## src/rtl/hb_pkg.sv

```systemverilog
package hb_pkg;
  localparam logic [31:0] HB_UNMAPPED_WORD = 32'hDEAD_BEEF;
endpackage

```

## src/rtl/hb_sync_edge.sv

```systemverilog
module hb_sync_edge #(
  parameter int STAGES = 2
) (
  input  logic clk,
  input  logic rst,
  input  logic lvl,
  output logic rise
);
  logic [STAGES:0] sh;

  always_ff @(posedge clk) begin
    if (rst) sh <= '0;
    else     sh <= {sh[STAGES-1:0], lvl};
  end

  assign rise = sh[STAGES-1] & ~sh[STAGES];
endmodule

```

## src/rtl/hb_bridge.sv

```systemverilog
module hb_bridge #(
  parameter int ADDR_W      = 24,
  parameter int EFF_W       = 19,
  parameter int DATA_W      = 32,
  parameter int RD_LAT      = 2,
  parameter int SYNC_STAGES = 2
) (
  input  logic              clk,
  input  logic              rst,
  input  logic              cs_n,
  input  logic              oe_n,
  input  logic              we_n,
  input  logic [ADDR_W-1:0] addr,
  input  logic [DATA_W-1:0] wdata,
  input  logic [DATA_W-1:0] sel_rdata,
  output logic              rd_en,
  output logic              wr_en,
  output logic [EFF_W-1:0]  addr_q,
  output logic [DATA_W-1:0] wdata_q,
  output logic [DATA_W-1:0] host_rdata
);
  localparam logic [ADDR_W-1:0] ADDR_MASK = {ADDR_W{1'b1}} >> (ADDR_W - EFF_W);

  logic rd_rise, wr_rise, cap;

  hb_sync_edge #(.STAGES(SYNC_STAGES)) u_rd_sync (
    .clk(clk), .rst(rst), .lvl(~cs_n & ~oe_n), .rise(rd_rise));
  hb_sync_edge #(.STAGES(SYNC_STAGES)) u_wr_sync (
    .clk(clk), .rst(rst), .lvl(~cs_n & ~we_n), .rise(wr_rise));

  always_ff @(posedge clk) begin
    if (rst) begin
      rd_en   <= 1'b0;
      wr_en   <= 1'b0;
      addr_q  <= '0;
      wdata_q <= '0;
    end else begin
      rd_en <= rd_rise;
      wr_en <= wr_rise;
      if (rd_rise | wr_rise) addr_q <= EFF_W'(addr & ADDR_MASK);
      if (wr_rise)           wdata_q <= wdata;
    end
  end

  generate
    if (RD_LAT == 1) begin : g_cap_now
      assign cap = rd_en;
    end else begin : g_cap_pipe
      logic [RD_LAT-2:0] pipe;
      always_ff @(posedge clk) begin
        if (rst) pipe <= '0;
        else begin
          pipe[0] <= rd_en;
          for (int i = 1; i < RD_LAT - 1; i++) pipe[i] <= pipe[i-1];
        end
      end
      assign cap = pipe[RD_LAT-2];
    end
  endgenerate

  always_ff @(posedge clk) begin
    if (rst)      host_rdata <= '0;
    else if (cap) host_rdata <= sel_rdata;
  end

  AST_RD_ONE_CYCLE: assert property (@(posedge clk) disable iff (rst)
    rd_en |=> !rd_en);
  AST_WR_ONE_CYCLE: assert property (@(posedge clk) disable iff (rst)
    wr_en |=> !wr_en);
  AST_RDATA_HELD: assert property (@(posedge clk) disable iff (rst)
    !cap |=> $stable(host_rdata));
endmodule

```

## src/rtl/hb_core_sel.sv

```systemverilog
module hb_core_sel
  import hb_pkg::*;
#(
  parameter int EFF_W   = 19,
  parameter int SEL_W   = 3,
  parameter int NCORE   = 4,
  parameter int DATA_W  = 32,
  parameter bit REG_MUX = 1'b1
) (
  input  logic                    clk,
  input  logic                    rst,
  input  logic                    rd_en,
  input  logic                    wr_en,
  input  logic [EFF_W-1:0]        addr,
  input  logic [NCORE*DATA_W-1:0] core_rdata,
  output logic [NCORE-1:0]        core_wr_stb,
  output logic [EFF_W-SEL_W-1:0]  core_addr,
  output logic [DATA_W-1:0]       sel_rdata
);
  localparam int LOC_W = EFF_W - SEL_W;
  localparam logic [DATA_W-1:0] MISS = DATA_W'(HB_UNMAPPED_WORD);

  logic [SEL_W-1:0]  slot;
  logic [DATA_W-1:0] mux_val;

  assign slot      = addr[EFF_W-1 -: SEL_W];
  assign core_addr = addr[LOC_W-1:0];

  always_comb begin
    mux_val = MISS;
    for (int k = 0; k < NCORE; k++)
      if (slot == SEL_W'(k)) mux_val = core_rdata[k*DATA_W +: DATA_W];
  end

  generate
    for (genvar k = 0; k < NCORE; k++) begin : g_wstb
      assign core_wr_stb[k] = wr_en & (slot == SEL_W'(k));
    end

    if (REG_MUX) begin : g_reg_mux
      logic [DATA_W-1:0] sel_q;
      always_ff @(posedge clk) begin
        if (rst)        sel_q <= '0;
        else if (rd_en) sel_q <= mux_val;
      end
      assign sel_rdata = sel_q;

      AST_UNMAPPED_READ: assert property (@(posedge clk) disable iff (rst)
        (rd_en && (int'(slot) >= NCORE)) |=> (sel_rdata == MISS));
    end else begin : g_comb_mux
      assign sel_rdata = mux_val;
    end
  endgenerate

  AST_WSTB_ONEHOT: assert property (@(posedge clk) disable iff (rst)
    $onehot0(core_wr_stb));
  AST_NO_UNMAPPED_WRITE: assert property (@(posedge clk) disable iff (rst)
    (wr_en && (int'(slot) >= NCORE)) |-> (core_wr_stb == '0));
endmodule

```

## src/rtl/hostbus_bridge_top.sv

```systemverilog
module hostbus_bridge_top #(
  parameter int ADDR_W    = 24,
  parameter int MASK_BITS = 5,
  parameter int SEL_W     = 3,
  parameter int NCORE     = 4,
  parameter int DATA_W    = 32,
  parameter int RD_LAT    = 2,
  localparam int EFF_W    = ADDR_W - MASK_BITS,
  localparam int LOC_W    = EFF_W - SEL_W
) (
  input  logic                    clk,
  input  logic                    rst,
  input  logic                    host_cs_n,
  input  logic                    host_oe_n,
  input  logic                    host_we_n,
  input  logic [ADDR_W-1:0]       host_addr,
  input  logic [DATA_W-1:0]       host_wdata,
  output logic [DATA_W-1:0]       host_rdata,
  output logic [LOC_W-1:0]        core_addr,
  output logic [DATA_W-1:0]       core_wdata,
  output logic [NCORE-1:0]        core_wr_stb,
  input  logic [NCORE*DATA_W-1:0] core_rdata
);
  localparam bit REG_MUX = (RD_LAT >= 2);

  logic              rd_en, wr_en;
  logic [EFF_W-1:0]  addr_q;
  logic [DATA_W-1:0] sel_rdata;

  hb_bridge #(
    .ADDR_W(ADDR_W), .EFF_W(EFF_W), .DATA_W(DATA_W),
    .RD_LAT(RD_LAT), .SYNC_STAGES(2)
  ) u_bridge (
    .clk(clk), .rst(rst), .cs_n(host_cs_n), .oe_n(host_oe_n), .we_n(host_we_n),
    .addr(host_addr), .wdata(host_wdata), .sel_rdata(sel_rdata),
    .rd_en(rd_en), .wr_en(wr_en), .addr_q(addr_q), .wdata_q(core_wdata),
    .host_rdata(host_rdata));

  hb_core_sel #(
    .EFF_W(EFF_W), .SEL_W(SEL_W), .NCORE(NCORE), .DATA_W(DATA_W), .REG_MUX(REG_MUX)
  ) u_sel (
    .clk(clk), .rst(rst), .rd_en(rd_en), .wr_en(wr_en), .addr(addr_q),
    .core_rdata(core_rdata), .core_wr_stb(core_wr_stb), .core_addr(core_addr),
    .sel_rdata(sel_rdata));
endmodule

```

## config.mk

```make
export PLATFORM = sky130hd
export DESIGN_NAME = hostbus_bridge_top
export DESIGN_NICKNAME = d
export VERILOG_FILES = /design/src/rtl/hb_pkg.sv /design/src/rtl/hb_sync_edge.sv /design/src/rtl/hb_bridge.sv /design/src/rtl/hb_core_sel.sv /design/src/rtl/hostbus_bridge_top.sv
export SDC_FILE = /design/constraint.sdc
export NUM_CORES = 1
export LEC_CHECK = 0
export BUFFER_PORTS_ARGS = -buffer_cell sky130_fd_sc_hd__buf_2
export CORE_AREA = 2 2 102 123
export CTS_CLUSTER_DIAMETER = 150
export DETAILED_ROUTE_END_ITERATION = 12
export DIE_AREA = 0 0 104 125
export PLACE_DENSITY = 0.78
export RECOVER_POWER = 50
export SYNTH_ARGS = -nofsm -noshare
export SYNTH_HDL_FRONTEND = slang
export SYNTH_SLANG_ARGS = --single-unit
```

## constraint.sdc

```tcl
create_clock -name clk -period 1.7 [get_ports clk]
set_input_delay 0.34 -clock clk [delete_from_list [all_inputs] [get_ports clk]]
set_output_delay 0.34 -clock clk [all_outputs]
set_load 0.01 [all_outputs]
```

Word-level counts from Yosys, hierarchy flattened
Index checks and enable logic that the tools add are counted.
Storage, ports and cells
  bits in registers: 124
  input port bits: 189
  word-level logic and storage cells: 31
Cells by class
  equality and inequality tests: 3
  mux-type cells: 4
  bitwise logic cells: 14
  reductions and logical operators: 1
Operators with widths (count)
  two-way mux 32 bit: 4
  bitwise AND 1 bit: 8
  equality test 3 x 2 -> 1 bit, second input constant: 2
  inverter 1 bit: 5
  equality test 3 x 1 -> 1 bit, second input constant: 1
  logical NOT 3 bit: 1
  bitwise OR 1 bit: 1

Logic depth before layout (Yosys ltp)
  word-level depth: 5
  depth in mapped cells: 5
  mapped depth without buffers: 3

Cells and area by module
A second synthesis with hierarchy kept.
Second synthesis, totals
  cells, all modules: 452
  area total of the unflattened synthesis: 5341.4 um^2
By module, submodules not included
  hb_bridge: instances 1, cells an instance 301, area each 3135.5 um^2, sequential area each 1721.7 um^2
  hb_core_sel: instances 1, cells an instance 137, area each 2030.7 um^2, sequential area each 640.6 um^2
  hb_sync_edge: instances 2, cells an instance 7, area each 87.6 um^2, sequential area each 60.1 um^2

Worst setup path after synthesis
OpenSTA, ideal clock, no wires.
  kind: reg2out
  from: reg u_bridge.addr_q[17]
  to: out core_wr_stb[2]
  arrival: 1133 ps
  data required time: 1360 ps
  setup slack: 227 ps
  stages on the path, launching flop included: 4
  path through: dfxtp_1 > buf_2 > buf_2 > nor4bb_1
Between the ends
  word-level cells in the longest chain between the ends: 2
Ends and longest elaborated chain
  start, declared: RTL line hb_bridge.sv:18  | output logic [EFF_W-1:0] addr_q,
  start signal, assigned: RTL line hb_bridge.sv:40  | if (rd_rise | wr_rise) addr_q <= EFF_W'(addr & ADDR_MASK);
  equality test 3 x 2 -> 1 bit: RTL line hb_core_sel.sv:37  | assign core_wr_stb[k] = wr_en & (slot == SEL_W'(k));
  bitwise AND 1 bit: RTL line hb_core_sel.sv:37
  end, declared: RTL line hostbus_bridge_top.sv:21  | output logic [NCORE-1:0] core_wr_stb,
No other way between the ends.

Final worst setup path
  from: reg u_bridge.addr_q[16]
  to: out core_wr_stb[2]
The elaborated chain is that of the path after synthesis.

==> impl_results.md <==
- Length in cells of the worst reg-to-reg path: 4
- Nets: 958
- Ports: 273
- Top sig layer: met5
- Final setup fails: 0
- Routed length per placed instance: 15.5 µm
- Worst Path Required: 1360 ps
- RSZ-0062 raised after global routing: true
- Synth top area cells: dfxtp_1 48%, mux4_2 13%, mux2i_1 6.2%, a21oi_1 5.7%, nand2_1 4.6%
- Fin crit share: 0.983
- Clock latency on the worst-skew pair: 400 ps
- Crit Path Class: reg -> out
- Vias in the first global route: 4699
- DIE AREA: 0.0130 mm²
- Met1 Wirelength: 5700 µm
- Leakage Power: 3.09 nW
- Final Cell Area: 0.00724 mm²
- Area after DPL: 0.00658 mm²
- Vias per inst: 5.08
- Post-DP HPWL: 10400 µm
- Drt total wl: 14600 µm
- Hold slack: 107 ps
- Asr flop ratio synth: 0
- Tightest Pin Transition: 1220 ps
- Commonest cells in the netlist: 124 x dfxtp_1, 64 x nand2_1, 64 x nor2_1
- Util after Layout: 0.609
- Global Route Usage Sum: 0.224
- End point of the critical path: core_wr_stb[2]
- Port buffer count: 267
- Max-slew headroom: 0.188
- Period minus WS final: 1670 ps
- Unique cell type count in the Yosys netlist: 24
- Post-synth EDFFs: 0
- Die height: 125 µm
- Peak VDD IR: 0.000724 V
- CTS H-tree lvls: 4
- Startpoint Class: flip-flop
- Initial drt markers: 156
- Gpl congestion: 0.744
- Avg Inst Size Synth: 9.83 µm²
- Reg clk slew, reported paths: 60 ps
- Tot Pwr: 0.00738 W
- Arr. time, crit path: 1330 ps
- CP endpoint kind: output pin
- First-pass GRT wire length: 23200 µm
- Share of cells above drive strength 1: 0.431
- RR Startpoint: u_bridge.addr_q[16]
- Max Cap Violations: 0
- DRC viols: 0
- Cells after synthesis: 528
- Hold Path Class: in -> reg
- Critical Path Source: u_bridge.addr_q[16]
- Non-Filler Instances: 943
- Synth top area share: 0.478
- Max clock buf depth: 2
- CTS tree: yes
- Initial antenna violation count: 1
- DR WL met2: 7140 µm
- Inst Count DP: 908
- Largest net degree at the start of global routing: 52
- Post-synth top area cell: dfxtp_1
- Die Span X: 104 µm
- Final count of hold timing violations: 0
- Core area: 0.0119 mm²
- Clk sinks: 124
- Diode count: 0
- Most instantiated library cell after synthesis: dfxtp_1
- Std-Cell Rows: 44
- Top_reg_cell synth: dfxtp_1
- Hold Path Depth: 2
- Vias: 4794
- Synthesis-to-layout area growth: 39.5%
- F_max: 598 MHz
- Outcome: finished, final reports clean
- Post-synthesis sequential area ratio: 0.478
- CTS Buf Count: 17
- Setup Skew: 5.35 ps
- Final Max Tran Viols: 0
- Met3 wire length: 1460 µm
- Post-DRT Antenna Nets: 0
- Crit-path max FO: 5
- Grt ovf: 0
- Mapped Area: 0.00519 mm²
- Drt pass-1 iters: 5
- Initial Util: 0.437
- Seq cells post-synth: 124
- R2R Setup Slk: 130 ps
- CTS root buf: clkbuf_16
- Yosys warns: 0
- Power Density: 1020 mW/mm²
- Synthesized Nets: 717
- Reg-to-reg endpoint: u_sel.sel_rdata[4]
what timing repair did:
action,CTS,global route
hold buffers,0,0
resized for setup,10,3
pin swaps,2,2
setup endpoints to repair,4,2
buffers inserted,3,0
state kept, by name, summed over array words and instances (netlist names):
name,count
u_bridge.addr_q,19
u_bridge.cap,1
u_sel.sel_rdata,32
u_bridge.u_wr_sync.sh,3
u_bridge.u_rd_sync.sh,3
u_bridge.rd_en,1
u_bridge.host_rdata,32
u_bridge.wr_en,1
u_bridge.wdata_q,32
placed cells by master, fill, tap and decap left out, types with 3 or more instances in the layout:
cell	synthesis	layout
buf_12	1	7
clkinv_4	0	3
clkinv_2	0	4
buf_4	17	10
mux2i_1	32	32
nor2b_1	18	17
dfxtp_1	124	120
mux4_1	3	3
nor2_1	64	64
bufinv_16	0	4
nand2_1	64	64
buf_2	13	248
mux4_2	29	29
clkbuf_16	0	17
o22ai_1	24	24
clkbuf_1	26	19
clkinvlp_4	0	3
nand3_1	19	19
a21oi_1	59	59
o21ai_0	17	17
layer usage:
metal	up-vias	track usage
met5	-	0
met1	2228	0.248
met2	221	0.391
li1	2316	-
met3	27	0.0860
met4	2	0.0811
area by class of cell:
type,count,area (µm²)
Fill cell,1031,4650
Sequential cell,124,2490
Clock buffer,17,425
Multi-Input combinational cell,340,2390
Clock inverter,15,198
Timing Repair Buffer,286,1540
Tap cell,161,201
through the flow:
step	setup TNS (ps)	worst slack, ps
finish	0	28.7
global route	-22.0	-22.0
CTS	0	8.29
detailed placement	0	153
global placement	0	194
floorplan	0	227
report_power, final:
part           switching (W)  internal, W  total [W]
clock network        0.00134      0.00245    0.00379
logic               0.000261     0.000341   0.000602
registers          0.0000305      0.00296    0.00299
total                0.00163      0.00575    0.00738
how the worst min path moves through the flow:
stage / startpoint / to / slack [ps]
floorplan: u_bridge.u_rd_sync.sh[2] / u_bridge.rd_en / 410
detailed placement: u_bridge.u_rd_sync.sh[2] / u_bridge.rd_en / 420
global route: host_we_n / u_bridge.u_wr_sync.sh[0] / 110
global placement: u_bridge.u_wr_sync.sh[0] / u_bridge.u_wr_sync.sh[1] / 420
finish: host_oe_n / u_bridge.u_rd_sync.sh[0] / 110
CTS: host_oe_n / u_bridge.u_rd_sync.sh[0] / 90
worst max-delay path, cell delays in order, from the launching register on:
cell	delay [ps]
dfxtp_4	360
buf_12	130
nor4bb_4	270
buf_2	180
kinds of logic after synthesis:
family	share of synthesized area
compound gates	0.104
buf+inv	0.0694
flops	0.478
mux	0.203
simple gates	0.146
(Power assumes the default switching activity.)
